**src/rtl/mseq_sport_pkg.sv**
```systemverilog
package mseq_sport_pkg;
  localparam int CMD_W   = 8;
  localparam int RES_W   = 24;
  localparam int CH_W    = 4;
  localparam int DEPTH_W = 4;
  localparam int NSETUP  = 1 << DEPTH_W;
  localparam int LEN_W   = DEPTH_W + 1;
  localparam int CNT_W   = $clog2(RES_W);
  localparam int PASS_W  = 8;

  typedef enum logic [1:0] {
    PS_CMD  = 2'd0,
    PS_WAIT = 2'd1,
    PS_READ = 2'd2
  } port_st_e;

  // Stub converter result word: marker, channel, setup slot, pass number
  function automatic logic [RES_W-1:0] make_result(
    input logic [CH_W-1:0]    ch,
    input logic [DEPTH_W-1:0] slot,
    input logic [PASS_W-1:0]  pass
  );
    return {4'hA, ch, 8'(slot), pass};
  endfunction
endpackage

```
**src/rtl/mseq_sync.sv**
```systemverilog
module mseq_sync #(
  parameter int         W       = 1,
  parameter logic [W-1:0] RST_VAL = '0
) (
  input  logic         clk,
  input  logic         rst_n,
  input  logic [W-1:0] d,
  output logic [W-1:0] q
);
  logic [W-1:0] s1_q;
  logic [W-1:0] s2_q;

  always_ff @(posedge clk or negedge rst_n) begin
    if (!rst_n) begin
      s1_q <= RST_VAL;
      s2_q <= RST_VAL;
    end else begin
      s1_q <= d;
      s2_q <= s1_q;
    end
  end

  assign q = s2_q;
endmodule

```
**src/rtl/mseq_conv_seq.sv**
```systemverilog
module mseq_conv_seq import mseq_sport_pkg::*; #(
  parameter int CONV_LAT = 400,
  parameter int CAL_LAT  = 100
) (
  input  logic                     clk,
  input  logic                     rst_n,
  input  logic                     start,
  input  logic                     cal_start,
  input  logic                     abort,
  input  logic                     loop_en,
  input  logic                     multi,
  input  logic [LEN_W-1:0]         pass_len,
  input  logic [CH_W-1:0]          cmd_chan,
  input  logic [NSETUP*CH_W-1:0]   chan_list,
  output logic                     wr_en,
  output logic [DEPTH_W-1:0]       wr_idx,
  output logic [RES_W-1:0]         wr_data,
  output logic                     pass_done,
  output logic                     cal_busy,
  output logic                     cal_done
);
  localparam int LAT_W = $clog2(CONV_LAT + 1);
  localparam int CAL_W = $clog2(CAL_LAT + 1);
  localparam logic [LAT_W-1:0] LAT_RELOAD = LAT_W'(CONV_LAT - 1);
  localparam logic [CAL_W-1:0] CAL_RELOAD = CAL_W'(CAL_LAT - 1);

  logic               run_q, run_d;
  logic [DEPTH_W-1:0] slot_q, slot_d;
  logic [PASS_W-1:0]  pass_q, pass_d;
  logic [LAT_W-1:0]   tmr_q, tmr_d;
  logic               cbusy_q, cbusy_d;
  logic [CAL_W-1:0]   ctmr_q, ctmr_d;
  logic               last_slot;
  logic [CH_W-1:0]    chan;

  assign last_slot = ({1'b0, slot_q} == (pass_len - LEN_W'(1)));
  assign chan      = multi ? chan_list[int'(slot_q)*CH_W +: CH_W] : cmd_chan;

  always_comb begin
    run_d     = run_q;
    slot_d    = slot_q;
    pass_d    = pass_q;
    tmr_d     = tmr_q;
    wr_en     = 1'b0;
    pass_done = 1'b0;
    if (start) begin
      run_d  = 1'b1;
      slot_d = '0;
      pass_d = '0;
      tmr_d  = LAT_RELOAD;
    end else if (run_q) begin
      if (abort) begin
        run_d = 1'b0;
      end else if (tmr_q == '0) begin
        wr_en = 1'b1;
        tmr_d = LAT_RELOAD;
        if (last_slot) begin
          pass_done = 1'b1;
          slot_d    = '0;
          if (loop_en) pass_d = pass_q + PASS_W'(1);
          else         run_d  = 1'b0;
        end else begin
          slot_d = slot_q + DEPTH_W'(1);
        end
      end else begin
        tmr_d = tmr_q - LAT_W'(1);
      end
    end
  end

  always_comb begin
    cbusy_d  = cbusy_q;
    ctmr_d   = ctmr_q;
    cal_done = 1'b0;
    if (cal_start) begin
      cbusy_d = 1'b1;
      ctmr_d  = CAL_RELOAD;
    end else if (cbusy_q) begin
      if (ctmr_q == '0) begin
        cbusy_d  = 1'b0;
        cal_done = 1'b1;
      end else begin
        ctmr_d = ctmr_q - CAL_W'(1);
      end
    end
  end

  always_ff @(posedge clk or negedge rst_n) begin
    if (!rst_n) begin
      run_q   <= 1'b0;
      slot_q  <= '0;
      pass_q  <= '0;
      tmr_q   <= '0;
      cbusy_q <= 1'b0;
      ctmr_q  <= '0;
    end else begin
      run_q   <= run_d;
      slot_q  <= slot_d;
      pass_q  <= pass_d;
      tmr_q   <= tmr_d;
      cbusy_q <= cbusy_d;
      ctmr_q  <= ctmr_d;
    end
  end

  assign wr_idx   = slot_q;
  assign wr_data  = make_result(chan, slot_q, pass_q);
  assign cal_busy = cbusy_q;
endmodule

```
**src/rtl/mseq_res_buf.sv**
```systemverilog
module mseq_res_buf import mseq_sport_pkg::*; #(
  parameter int DEPTH = NSETUP,
  parameter int W     = RES_W
) (
  input  logic                     clk,
  input  logic                     wr_en,
  input  logic [$clog2(DEPTH)-1:0] wr_idx,
  input  logic [W-1:0]             wr_data,
  input  logic [$clog2(DEPTH)-1:0] rd_idx,
  output logic [W-1:0]             rd_data
);
  logic [W-1:0] mem [DEPTH];

  for (genvar g = 0; g < DEPTH; g++) begin : g_entry
    logic hit;
    assign hit = wr_en && (wr_idx == ($clog2(DEPTH))'(g));
    always_ff @(posedge clk) begin
      if (hit) mem[g] <= wr_data;
    end
  end

  assign rd_data = mem[rd_idx];
endmodule

```
**src/rtl/mseq_serial_port.sv**
```systemverilog
module mseq_serial_port import mseq_sport_pkg::*; #(
  parameter int CONV_LAT = 400,
  parameter int CAL_LAT  = 100
) (
  input  logic                   clk,
  input  logic                   rst_n,
  input  logic                   cs_n,
  input  logic                   sclk,
  input  logic                   sdi,
  output logic                   sdo,
  input  logic [DEPTH_W-1:0]     cfg_depth,
  input  logic                   cfg_multi,
  input  logic                   cfg_loop,
  input  logic [NSETUP*CH_W-1:0] cfg_chan_list
);
  localparam logic [CNT_W-1:0] LAST_CMD_BIT = CNT_W'(CMD_W - 1);
  localparam logic [CNT_W-1:0] LAST_RES_BIT = CNT_W'(RES_W - 1);

  // reset: asserted asynchronously, released on the clock
  logic rst_a_q, rst_int;
  always_ff @(posedge clk or negedge rst_n) begin
    if (!rst_n) begin
      rst_a_q <= 1'b0;
      rst_int <= 1'b0;
    end else begin
      rst_a_q <= 1'b1;
      rst_int <= rst_a_q;
    end
  end

  logic [2:0] pins_s;
  logic       cs_s, sclk_s, sdi_s, sclk_d;
  mseq_sync #(.W(3), .RST_VAL(3'b100)) u_sync (
    .clk(clk), .rst_n(rst_int), .d({cs_n, sclk, sdi}), .q(pins_s)
  );
  assign {cs_s, sclk_s, sdi_s} = pins_s;

  always_ff @(posedge clk or negedge rst_int) begin
    if (!rst_int) sclk_d <= 1'b0;
    else          sclk_d <= sclk_s;
  end

  logic rise, fall;
  assign rise = !cs_s &&  sclk_s && !sclk_d;
  assign fall = !cs_s && !sclk_s &&  sclk_d;

  port_st_e           st_q, st_d;
  logic [CNT_W-1:0]   cnt_q, cnt_d;
  logic [CMD_W-1:0]   byte_q, byte_d, byte_in;
  logic [DEPTH_W-1:0] rd_idx_q, rd_idx_d;
  logic               sdo_q, sdo_d;
  logic               pend_q, pend_d;
  logic               exit_q, exit_d;
  logic               calf_q, calf_d;
  logic               loop_q, loop_d;
  logic               multi_q, multi_d;
  logic [LEN_W-1:0]   len_q, len_d;
  logic [CH_W-1:0]    chan_q, chan_d;
  logic               start, cal_start;

  logic               wr_en, pass_done, cal_busy, cal_done;
  logic [DEPTH_W-1:0] wr_idx;
  logic [RES_W-1:0]   wr_data, rd_data;
  logic               last_res;

  assign byte_in  = {byte_q[CMD_W-2:0], sdi_s};
  assign last_res = ({1'b0, rd_idx_q} == (len_q - LEN_W'(1)));

  always_comb begin
    st_d      = st_q;
    cnt_d     = cnt_q;
    byte_d    = byte_q;
    rd_idx_d  = rd_idx_q;
    sdo_d     = sdo_q;
    pend_d    = pend_q;
    exit_d    = exit_q;
    calf_d    = calf_q;
    loop_d    = loop_q;
    multi_d   = multi_q;
    len_d     = len_q;
    chan_d    = chan_q;
    start     = 1'b0;
    cal_start = 1'b0;
    if (cal_done) calf_d = 1'b1;
    if (cs_s) begin
      cnt_d = '0;
    end else begin
      unique case (st_q)
        PS_CMD: if (rise) begin
          byte_d = byte_in;
          cnt_d  = cnt_q + CNT_W'(1);
          if (cnt_q == LAST_CMD_BIT) begin
            cnt_d  = '0;
            calf_d = 1'b0;
            if (byte_in[CMD_W-1] && !cal_busy) begin
              if (byte_in[2:0] == 3'b000) begin
                start   = 1'b1;
                st_d    = PS_WAIT;
                pend_d  = 1'b0;
                exit_d  = 1'b0;
                loop_d  = cfg_loop;
                multi_d = cfg_multi;
                len_d   = cfg_multi ? ({1'b0, cfg_depth} + LEN_W'(1)) : LEN_W'(1);
                chan_d  = byte_in[6:3];
              end else begin
                cal_start = 1'b1;
              end
            end
          end
        end
        PS_WAIT: if (rise && pend_q) begin
          byte_d = byte_in;
          cnt_d  = cnt_q + CNT_W'(1);
          if (cnt_q == LAST_CMD_BIT) begin
            cnt_d    = '0;
            pend_d   = 1'b0;
            exit_d   = loop_q && (byte_in == '1);
            st_d     = PS_READ;
            rd_idx_d = '0;
            sdo_d    = 1'b0;
          end
        end
        PS_READ: begin
          if (fall) sdo_d = rd_data[LAST_RES_BIT - cnt_q];
          if (rise) begin
            cnt_d = cnt_q + CNT_W'(1);
            if (cnt_q == LAST_RES_BIT) begin
              cnt_d = '0;
              if (last_res) begin
                if (!loop_q || exit_q) begin
                  st_d   = PS_CMD;
                  exit_d = 1'b0;
                end else begin
                  st_d = PS_WAIT;
                end
              end else begin
                rd_idx_d = rd_idx_q + DEPTH_W'(1);
              end
            end
          end
        end
        default: st_d = PS_CMD;
      endcase
    end
    if (pass_done) pend_d = 1'b1;
  end

  always_ff @(posedge clk or negedge rst_int) begin
    if (!rst_int) begin
      st_q     <= PS_CMD;
      cnt_q    <= '0;
      byte_q   <= '0;
      rd_idx_q <= '0;
      sdo_q    <= 1'b0;
      pend_q   <= 1'b0;
      exit_q   <= 1'b0;
      calf_q   <= 1'b0;
      loop_q   <= 1'b0;
      multi_q  <= 1'b0;
      len_q    <= LEN_W'(1);
      chan_q   <= '0;
    end else begin
      st_q     <= st_d;
      cnt_q    <= cnt_d;
      byte_q   <= byte_d;
      rd_idx_q <= rd_idx_d;
      sdo_q    <= sdo_d;
      pend_q   <= pend_d;
      exit_q   <= exit_d;
      calf_q   <= calf_d;
      loop_q   <= loop_d;
      multi_q  <= multi_d;
      len_q    <= len_d;
      chan_q   <= chan_d;
    end
  end

  always_comb begin
    unique case (st_q)
      PS_WAIT: sdo = !pend_q;
      PS_READ: sdo = sdo_q;
      default: sdo = !calf_q;
    endcase
  end

  mseq_conv_seq #(.CONV_LAT(CONV_LAT), .CAL_LAT(CAL_LAT)) u_seq (
    .clk(clk), .rst_n(rst_int),
    .start(start), .cal_start(cal_start), .abort(exit_q),
    .loop_en(loop_q), .multi(multi_q), .pass_len(len_q),
    .cmd_chan(chan_q), .chan_list(cfg_chan_list),
    .wr_en(wr_en), .wr_idx(wr_idx), .wr_data(wr_data),
    .pass_done(pass_done), .cal_busy(cal_busy), .cal_done(cal_done)
  );

  mseq_res_buf #(.DEPTH(NSETUP), .W(RES_W)) u_buf (
    .clk(clk), .wr_en(wr_en), .wr_idx(wr_idx), .wr_data(wr_data),
    .rd_idx(rd_idx_q), .rd_data(rd_data)
  );
endmodule

```
**config.mk**
```make
export PLATFORM = sky130hd
export DESIGN_NAME = mseq_serial_port
export DESIGN_NICKNAME = d
export VERILOG_FILES = /design/src/rtl/mseq_sport_pkg.sv /design/src/rtl/mseq_sync.sv /design/src/rtl/mseq_conv_seq.sv /design/src/rtl/mseq_res_buf.sv /design/src/rtl/mseq_serial_port.sv
export SDC_FILE = /design/constraint.sdc
export NUM_CORES = 1
export LEC_CHECK = 0
export CORE_MARGIN = 8
export CORE_UTILIZATION = 35
export DETAILED_ROUTE_END_ITERATION = 8
export DONT_BUFFER_PORTS = 1
export PLACE_DENSITY = 0.5
export REMOVE_ABC_BUFFERS = 1
export SLEW_MARGIN = 20
export SYNTH_ARGS = -nofsm -noshare
export SYNTH_HDL_FRONTEND = slang
export SYNTH_SLANG_ARGS = --single-unit
export TNS_END_PERCENT = 20
```
**constraint.sdc**
```tcl
create_clock -name clk -period 3.1 [get_ports clk]
set_clock_uncertainty 0.15 [all_clocks]
set_input_delay 0.465 -clock clk [delete_from_list [all_inputs] [get_ports clk]]
set_output_delay 0.465 -clock clk [all_outputs]
set_load 0.005 [all_outputs]
```
==> metrics, run 1 <==
Final Core Density 0.412; DRC viols 0; fin crit share 0.957; RSZ-0062 raised after global routing no; initial antenna violation count 0; CP Launch Point rd_idx_q[0]; Starting Density 0.352; minimum clock period 2970 ps; vias in the first global route 8195; Cell Chain, Critical Path mux4_1 -> a22oi_2 -> a21oi_1 -> o2111a_1 -> or4b_1 -> o31a_1; post-synth cell types 68; asr flop ratio synth 0.220; arrival time of the worst setup path 3230 ps; Root Buffer clkbuf_16; Synth area leaders edfxtp_1 54%, dfrtp_1 12%, mux4_2 11%; CP required 3370 ps; Worst-Margin Slew 954 ps; area of the multi-input gates 4540 um^2; storage element area 9510 um^2; drt first-iter violations 471; Placer Congestion 0.797; PortBufs 0; ant diodes 0; clk_lat worst skew 530 ps; Reg2Reg Launch Point rd_idx_q[0]; relative slew slack 0.364; sequential share of the synthesized area 0.663; Final nets 1028; clk slew on worst S/H paths 60 ps; top-count cell post-synth edfxtp_1; Vias/cell 5.19; leak pwr 0.00557 uW; post-cts resize count 0; critical path class reg -> reg; HPWL after detailed placement 23.0 mm; drt pass-1 iters 4; global-route wire length before repair 51.4 mm; VDD IR max 0.297 mV; syn_area_per_cell 16.7 um^2; CP Launch Type flop; leading area contributor after synthesis edfxtp_1; total track usage 0.142; CTS H-tree lvls 2; FILL cells 3628; Layout Cell Area excl Fill 16800 um^2; Worst Path Max Fanout 20; core area 40600 um^2; vias 7749; clock sinks 328; Slew Viols, Final 0; Placement Setup Slack 138 ps; Site Rows 74; Die Span Y 218 um; Critical Path Slowest Stage Cell dfrtp_4; f_max 337 MHz; Max Cap Viol 0; die area 47600 um^2; power density cells 630 nW/um^2; setup ws final 135 ps; total gr overflow 0; EDFF count, synth 256; Die W 218 um; Hold Vio Cnt, Final 0; most frequent cells after synthesis 256 x edfxtp_1, 71 x mux4_2, 69 x dfrtp_1, 66 x nand2_1, 46 x nor2_1; clock tree buffer depth 3; status complete, no violations; Top delay family on crit path compound AO/OA/AOI/OAI gates; Layout area overhead 17.0%; TritonCTS clock tree built; min-delay worst type in -> async; largest net degree at the start of global routing 71; CTS buffer count 35; I/O Pins 76; share of cells above drive strength 1 0.251; Total Wirelength 33.4 mm; Avg WL per Cell 22.4 um; Worst Setup End Kind flop; Synth Register Bits 328; area share of the largest cell type after synthesis 0.537; dpl cell area 15500 um^2; Post-Syn Instances 858; yosys warns 0; synthesized cell area 14300 um^2; ANT nets after route 0; WP buf/inv 0; endpoints failing setup 0; CP max stage delay 670 ps; ys flop type edfxtp_1
-- state kept, by name (all words and copies together) (netlist names), 5 cells and up --
| signal | count |
|---|---|
| u_seq.ctmr_q | 7 |
| cnt_q | 5 |
| len_q | 5 |
| u_seq.tmr_q | 9 |
| byte_q | 7 |
| u_seq.pass_q | 8 |
| u_buf.mem | 256 |
-- per-layer routing --
metal / vias to the layer above / GRT usage / share of wire
li1: 3544 / - / -
met1: 3971 / 0.191 / 0.45
met2: 179 / 0.231 / 0.48
met3: 55 / 0.0285 / 0.049
met4: 0 / 0.0452 / 0.026
met5: - / 0 / 0
-- cells by family (layout without fill, tap and decap cells) --
| group | count (synthesis) | count (layout) | synth area share |
|---|---|---|---|
| adders and majority gates | 18 | 18 | 0.0157 |
| buffers and inverters | 72 | 176 | 0.0236 |
| AOI/OAI and AO/OA | 87 | 87 | 0.0433 |
| other | 1 | 1 | 0.000262 |
| xor gates and xnor gates | 31 | 31 | 0.0219 |
| muxes | 116 | 116 | 0.163 |
| DFF | 328 | 328 | 0.663 |
| and+or+nand+nor | 205 | 205 | 0.0696 |
-- layout by cell type, fill, tap and decap left out, types with 6 or more instances in the layout --
master,synthesis,routed
a22o_1,6,6
xor2_1,10,10
inv_1,29,29
mux4_2,71,71
clkbuf_16,0,36
clkinv_2,0,7
or3_1,7,7
nor2b_1,8,8
o21ai_0,15,15
mux4_1,16,16
nor3_1,14,10
mux2i_1,14,14
mux2_2,15,15
a21oi_1,13,13
dfrtp_1,69,65
a22oi_1,9,9
a31oi_1,6,6
buf_4,2,56
nand2_1,66,66
edfxtp_1,256,256
nor2_1,46,33
nand4_1,8,8
nor2_2,0,13
clkbuf_1,20,12
buf_12,1,14
dlygate4sd3_1,0,11
nand3_1,24,24
xnor2_1,18,18
ha_1,18,18
-- worst reg2reg max path, stage by stage (launching register included) --
cell and delay (ps):
dfrtp_4 670, mux4_1 680, a22oi_2 240, a21oi_1 90
o2111a_1 240, or4b_1 490, o31a_1 300
-- report_power, final --
group	leakage, uW	internal (uW)	switching, uW
clock	0.000551	2430	1680
combinational	0.00191	732	749
sequential	0.00311	4780	191
-- stage by stage --
step / power [uW] / hold slack, ps / TNS, ps / cells
finish: 10600 / 28.7 / 0 / 1494
global route: 11000 / 20.9 / 0 / 1494
CTS: 10700 / 10.5 / 0 / 1494
detailed placement: 6560 / 19.5 / 0 / 1419
global placement: 6560 / 19.5 / 0 / 1419
floorplan: 6040 / 19.4 / -44190 / 817
-- final cells by class --
class / instances / share of cell area
flip-flops and latches: 328 / 0.567
clock inverters: 15 / 0.00963
clock buffers: 49 / 0.0573
multi-input cells: 458 / 0.271
well taps: 532 / 0.0397
repair buffers: 81 / 0.0484
inverters: 31 / 0.00694
-- worst paths after layout --
kind / to / slack (ps) / depth (start not counted)
max reg2reg: sdo_q / 130 / 6
max in group asynchronous: rd_idx_q[1] / 1740 / 0
max: sdo_q / 130 / 6
min reg2reg: u_sync.q[0] / 210 / 0
min: rst_int / 30 / 1
min in group clk: len_q[1] / 50 / 3
-- timing repair --
action                    4_1_cts  5_1_grt
hold buffers                   11        0
hold endpoints to repair       12        0
setup buffers                   0        0
No activity file was read; power rests on OpenSTA's default activity.
==> inputs of run 2 (changes only) <==
--- a/config.mk
+++ b/config.mk
@@ -5,10 +5,12 @@
 export SDC_FILE = /design/constraint.sdc
 export NUM_CORES = 1
 export LEC_CHECK = 0
+export CORE_ASPECT_RATIO = 1.4
 export CORE_MARGIN = 8
 export CORE_UTILIZATION = 35
 export DETAILED_ROUTE_END_ITERATION = 8
 export DONT_BUFFER_PORTS = 1
+export GPL_ROUTABILITY_DRIVEN = 0
 export PLACE_DENSITY = 0.5
 export REMOVE_ABC_BUFFERS = 1
 export SLEW_MARGIN = 20
==> run 2 against run 1 <==
Global-route usage rose by 0.35 points. Highest routed layer unchanged. Non-clock buffer count rose by 13. Sequential share of layout area fell by 0.22 points. Critical path depth rose by 3. Largest cell class unchanged. Wire length rose by 4.3%. Critical endpoint is now u_buf.mem[2][15].
==> metrics, run 2 (same netlist as run 1, synthesis figures left out) <==
minimum clock period 3040 ps (was 2970 ps); CP max stage delay 590 ps (was 670 ps); min-delay worst type reg -> reg (was in -> async); clock tree buffer depth 3 (unchanged); leak pwr 0.00564 uW (was 0.00557 uW); status complete, no violations (unchanged); Vias/cell 5.20 (was 5.19); relative slew slack 0.516 (was 0.364); Final nets 1037 (was 1028); CP Launch Type flop (unchanged); most common library cell in the layout ignoring fill and taps edfxtp_1 (unchanged); Internal 7680 uW (was 7940 uW); Most flops, register u_buf.mem (unchanged); Power, Total 10300 uW (was 10600 uW); largest net degree at the start of global routing 50 (was 71); I/O Pins 76 (unchanged); Largest register FFs 256 (unchanged); drt pass-1 iters 4 (unchanged); FILL cells 3654 (was 3628); ANT nets after route 0 (unchanged); initial antenna violation count 0 (unchanged); endpoints failing setup 0 (unchanged); HPWL after detailed placement 24.5 mm (was 23.0 mm); dpl cell area 15600 um^2 (was 15500 um^2); Top delay family on crit path simple AND/OR/NAND/NOR gates (was compound AO/OA/AOI/OAI gates); Slew Viols, Final 0 (unchanged); Die Span Y 255 um (was 218 um); CP Depth 9 (was 6); CP Launch Point u_seq.tmr_q[0] (was rd_idx_q[0]); Layout area overhead 17.5% (was 17.0%); Worst Path Max Fanout 13 (was 20); Hold Vio Cnt, Final 0 (unchanged); Max Cap Viol 0 (unchanged); R2R Setup Slk 60 ps (was 130 ps); setup TNS 0 ps (unchanged); CP required 3220 ps (was 3370 ps); P_sw 2590 uW (was 2620 uW); sequential power share 0.483 (was 0.471); clock share of power 0.368 (was 0.389); critical path class reg -> reg (unchanged); PortBufs 0 (unchanged); Final Core Density 0.418 (was 0.412); Comb pwr share 0.149 (was 0.140); die area 47700 um^2 (was 47600 um^2); drt first-iter violations 369 (was 471); Site Rows 87 (was 74); CTS buffer count 31 (was 35); VDD IR max 0.448 mV (was 0.297 mV); arrival time of the worst setup path 3160 ps (was 3230 ps); biggest regs u_buf.mem: 256 flops, u_seq.tmr_q: 9 flops, u_seq.pass_q: 8 flops (unchanged); Layout Cell Area excl Fill 16800 um^2 (about the same); clk_lat worst skew 580 ps (was 530 ps); Worst Hold Slack 202 ps (was 28.7 ps); Avg WL per Cell 23.2 um (was 22.4 um); vias in the first global route 8646 (was 8195); CTS H-tree lvls 1 (was 2); ant diodes 0 (unchanged); clk slew on worst S/H paths 60 ps (about the same); TritonCTS clock tree built (unchanged); clock sinks 328 (unchanged); Root Buffer clkbuf_16 (unchanged); total track usage 0.146 (was 0.142); WP buf/inv 3 (was 0); Reg2Reg Depth 9 (was 6); Worst-Margin Slew 725 ps (was 954 ps); Reg2Reg Launch Point u_seq.tmr_q[0] (was rd_idx_q[0]); core area 40300 um^2 (was 40600 um^2); most frequent cells in the layout 256 x edfxtp_1, 71 x mux4_2, 65 x nand2_1, 65 x dfrtp_1, 63 x buf_4 (was 256 x edfxtp_1, 71 x mux4_2, 66 x nand2_1, 65 x dfrtp_1, 56 x buf_4); share of cells above drive strength 1 0.266 (was 0.251); vias 7817 (was 7749); RSZ-0062 raised after global routing yes (was no); power density cells 610 nW/um^2 (was 630 nW/um^2); hold path depth 0; HP Start u_sync.s1_q[0]; Critical Path Slowest Stage Cell or4b_2 (was dfrtp_4); Total Wirelength 34.9 mm (was 33.4 mm); fin crit share 0.980 (was 0.957); global-route wire length before repair 53.6 mm (was 51.4 mm); Starting Density 0.355 (was 0.352); Sw Ratio 0.252 (was 0.248); Worst Setup End Kind flop (unchanged); Die W 187 um (was 218 um); DRC viols 0 (unchanged); total gr overflow 0 (unchanged); f_max 329 MHz (was 337 MHz); Cell Chain, Critical Path inv_1 -> ha_1 -> or4b_2 -> or3_1 -> nor2_1 -> buf_4 -> nand2_1 -> nor3_2 -> buf_12 (was mux4_1 -> a22oi_2 -> a21oi_1 -> o2111a_1 -> or4b_1 -> o31a_1)
-- run 2: metrics by stage --
step,std cells,worst slack (ps)
2_1_floorplan,817,-927
3_3_place_gp,1432,146
3_5_place_dp,1432,73.1
4_1_cts,1503,41.7
5_1_grt,1503,-63.9
6_report,1503,61.1
-- run 2: path summary, 6_finish.rpt --
| check | end |
|---|---|
| setup / recovery | u_buf.mem[2][15] |
| setup reg to reg | u_buf.mem[2][15] |
| max in group asynchronous | len_q[0] |
| hold / removal | u_sync.q[0] |
| hold reg to reg | u_sync.q[0] |
| min in group asynchronous | chan_q[1] |
-- run 2: worst reg2reg max path: cells and delay by family, from the launching register on --
family | cells | cell delay, ps
buffers and inverters | 3 | 470
AND/OR/NAND/NOR | 5 | 1560
adder cells (fa/ha/maj) | 1 | 140
flip-flops | 1 | 400
-- run 2: final cells by class --
cell class / instances / area (um^2) / area share
flip-flops and latches: 328 / 9510 / 0.565
multi-input cells: 458 / 4560 / 0.271
repair buffers: 94 / 946 / 0.0562
clock buffers: 41 / 866 / 0.0515
well taps: 534 / 668 / 0.0397
clock inverters: 17 / 159 / 0.00944
inverters: 31 / 116 / 0.00692
-- run 2: power by group through the flow --
stage / logic, uW / clock network [uW] / registers (uW)
6_report: 1530 / 3780 / 4960
5_1_grt: 1660 / 4030 / 4980
4_1_cts: 1550 / 3880 / 4970
3_5_place_dp: 1530 / 0 / 5060
3_3_place_gp: 1520 / 0 / 5050
2_1_floorplan: 898 / 0 / 5140
-- run 2: layer usage --
layer | global-route usage | share of wire | wire (um)
met1 | 0.169 | 0.40 | 14000
met2 | 0.269 | 0.53 | 18600
met5 | 0 | 0 | 0
met3 | 0.0202 | 0.032 | 1120
met4 | 0.0553 | 0.034 | 1170
-- run 2: what timing repair did --
item | CTS | global route
setup endpoints to repair | 0 | 104
buffers inserted | 0 | 0
hold buffers | 13 | 0
gates resized for setup | 0 | 7
endpoints found under the hold margin | 12 | 0
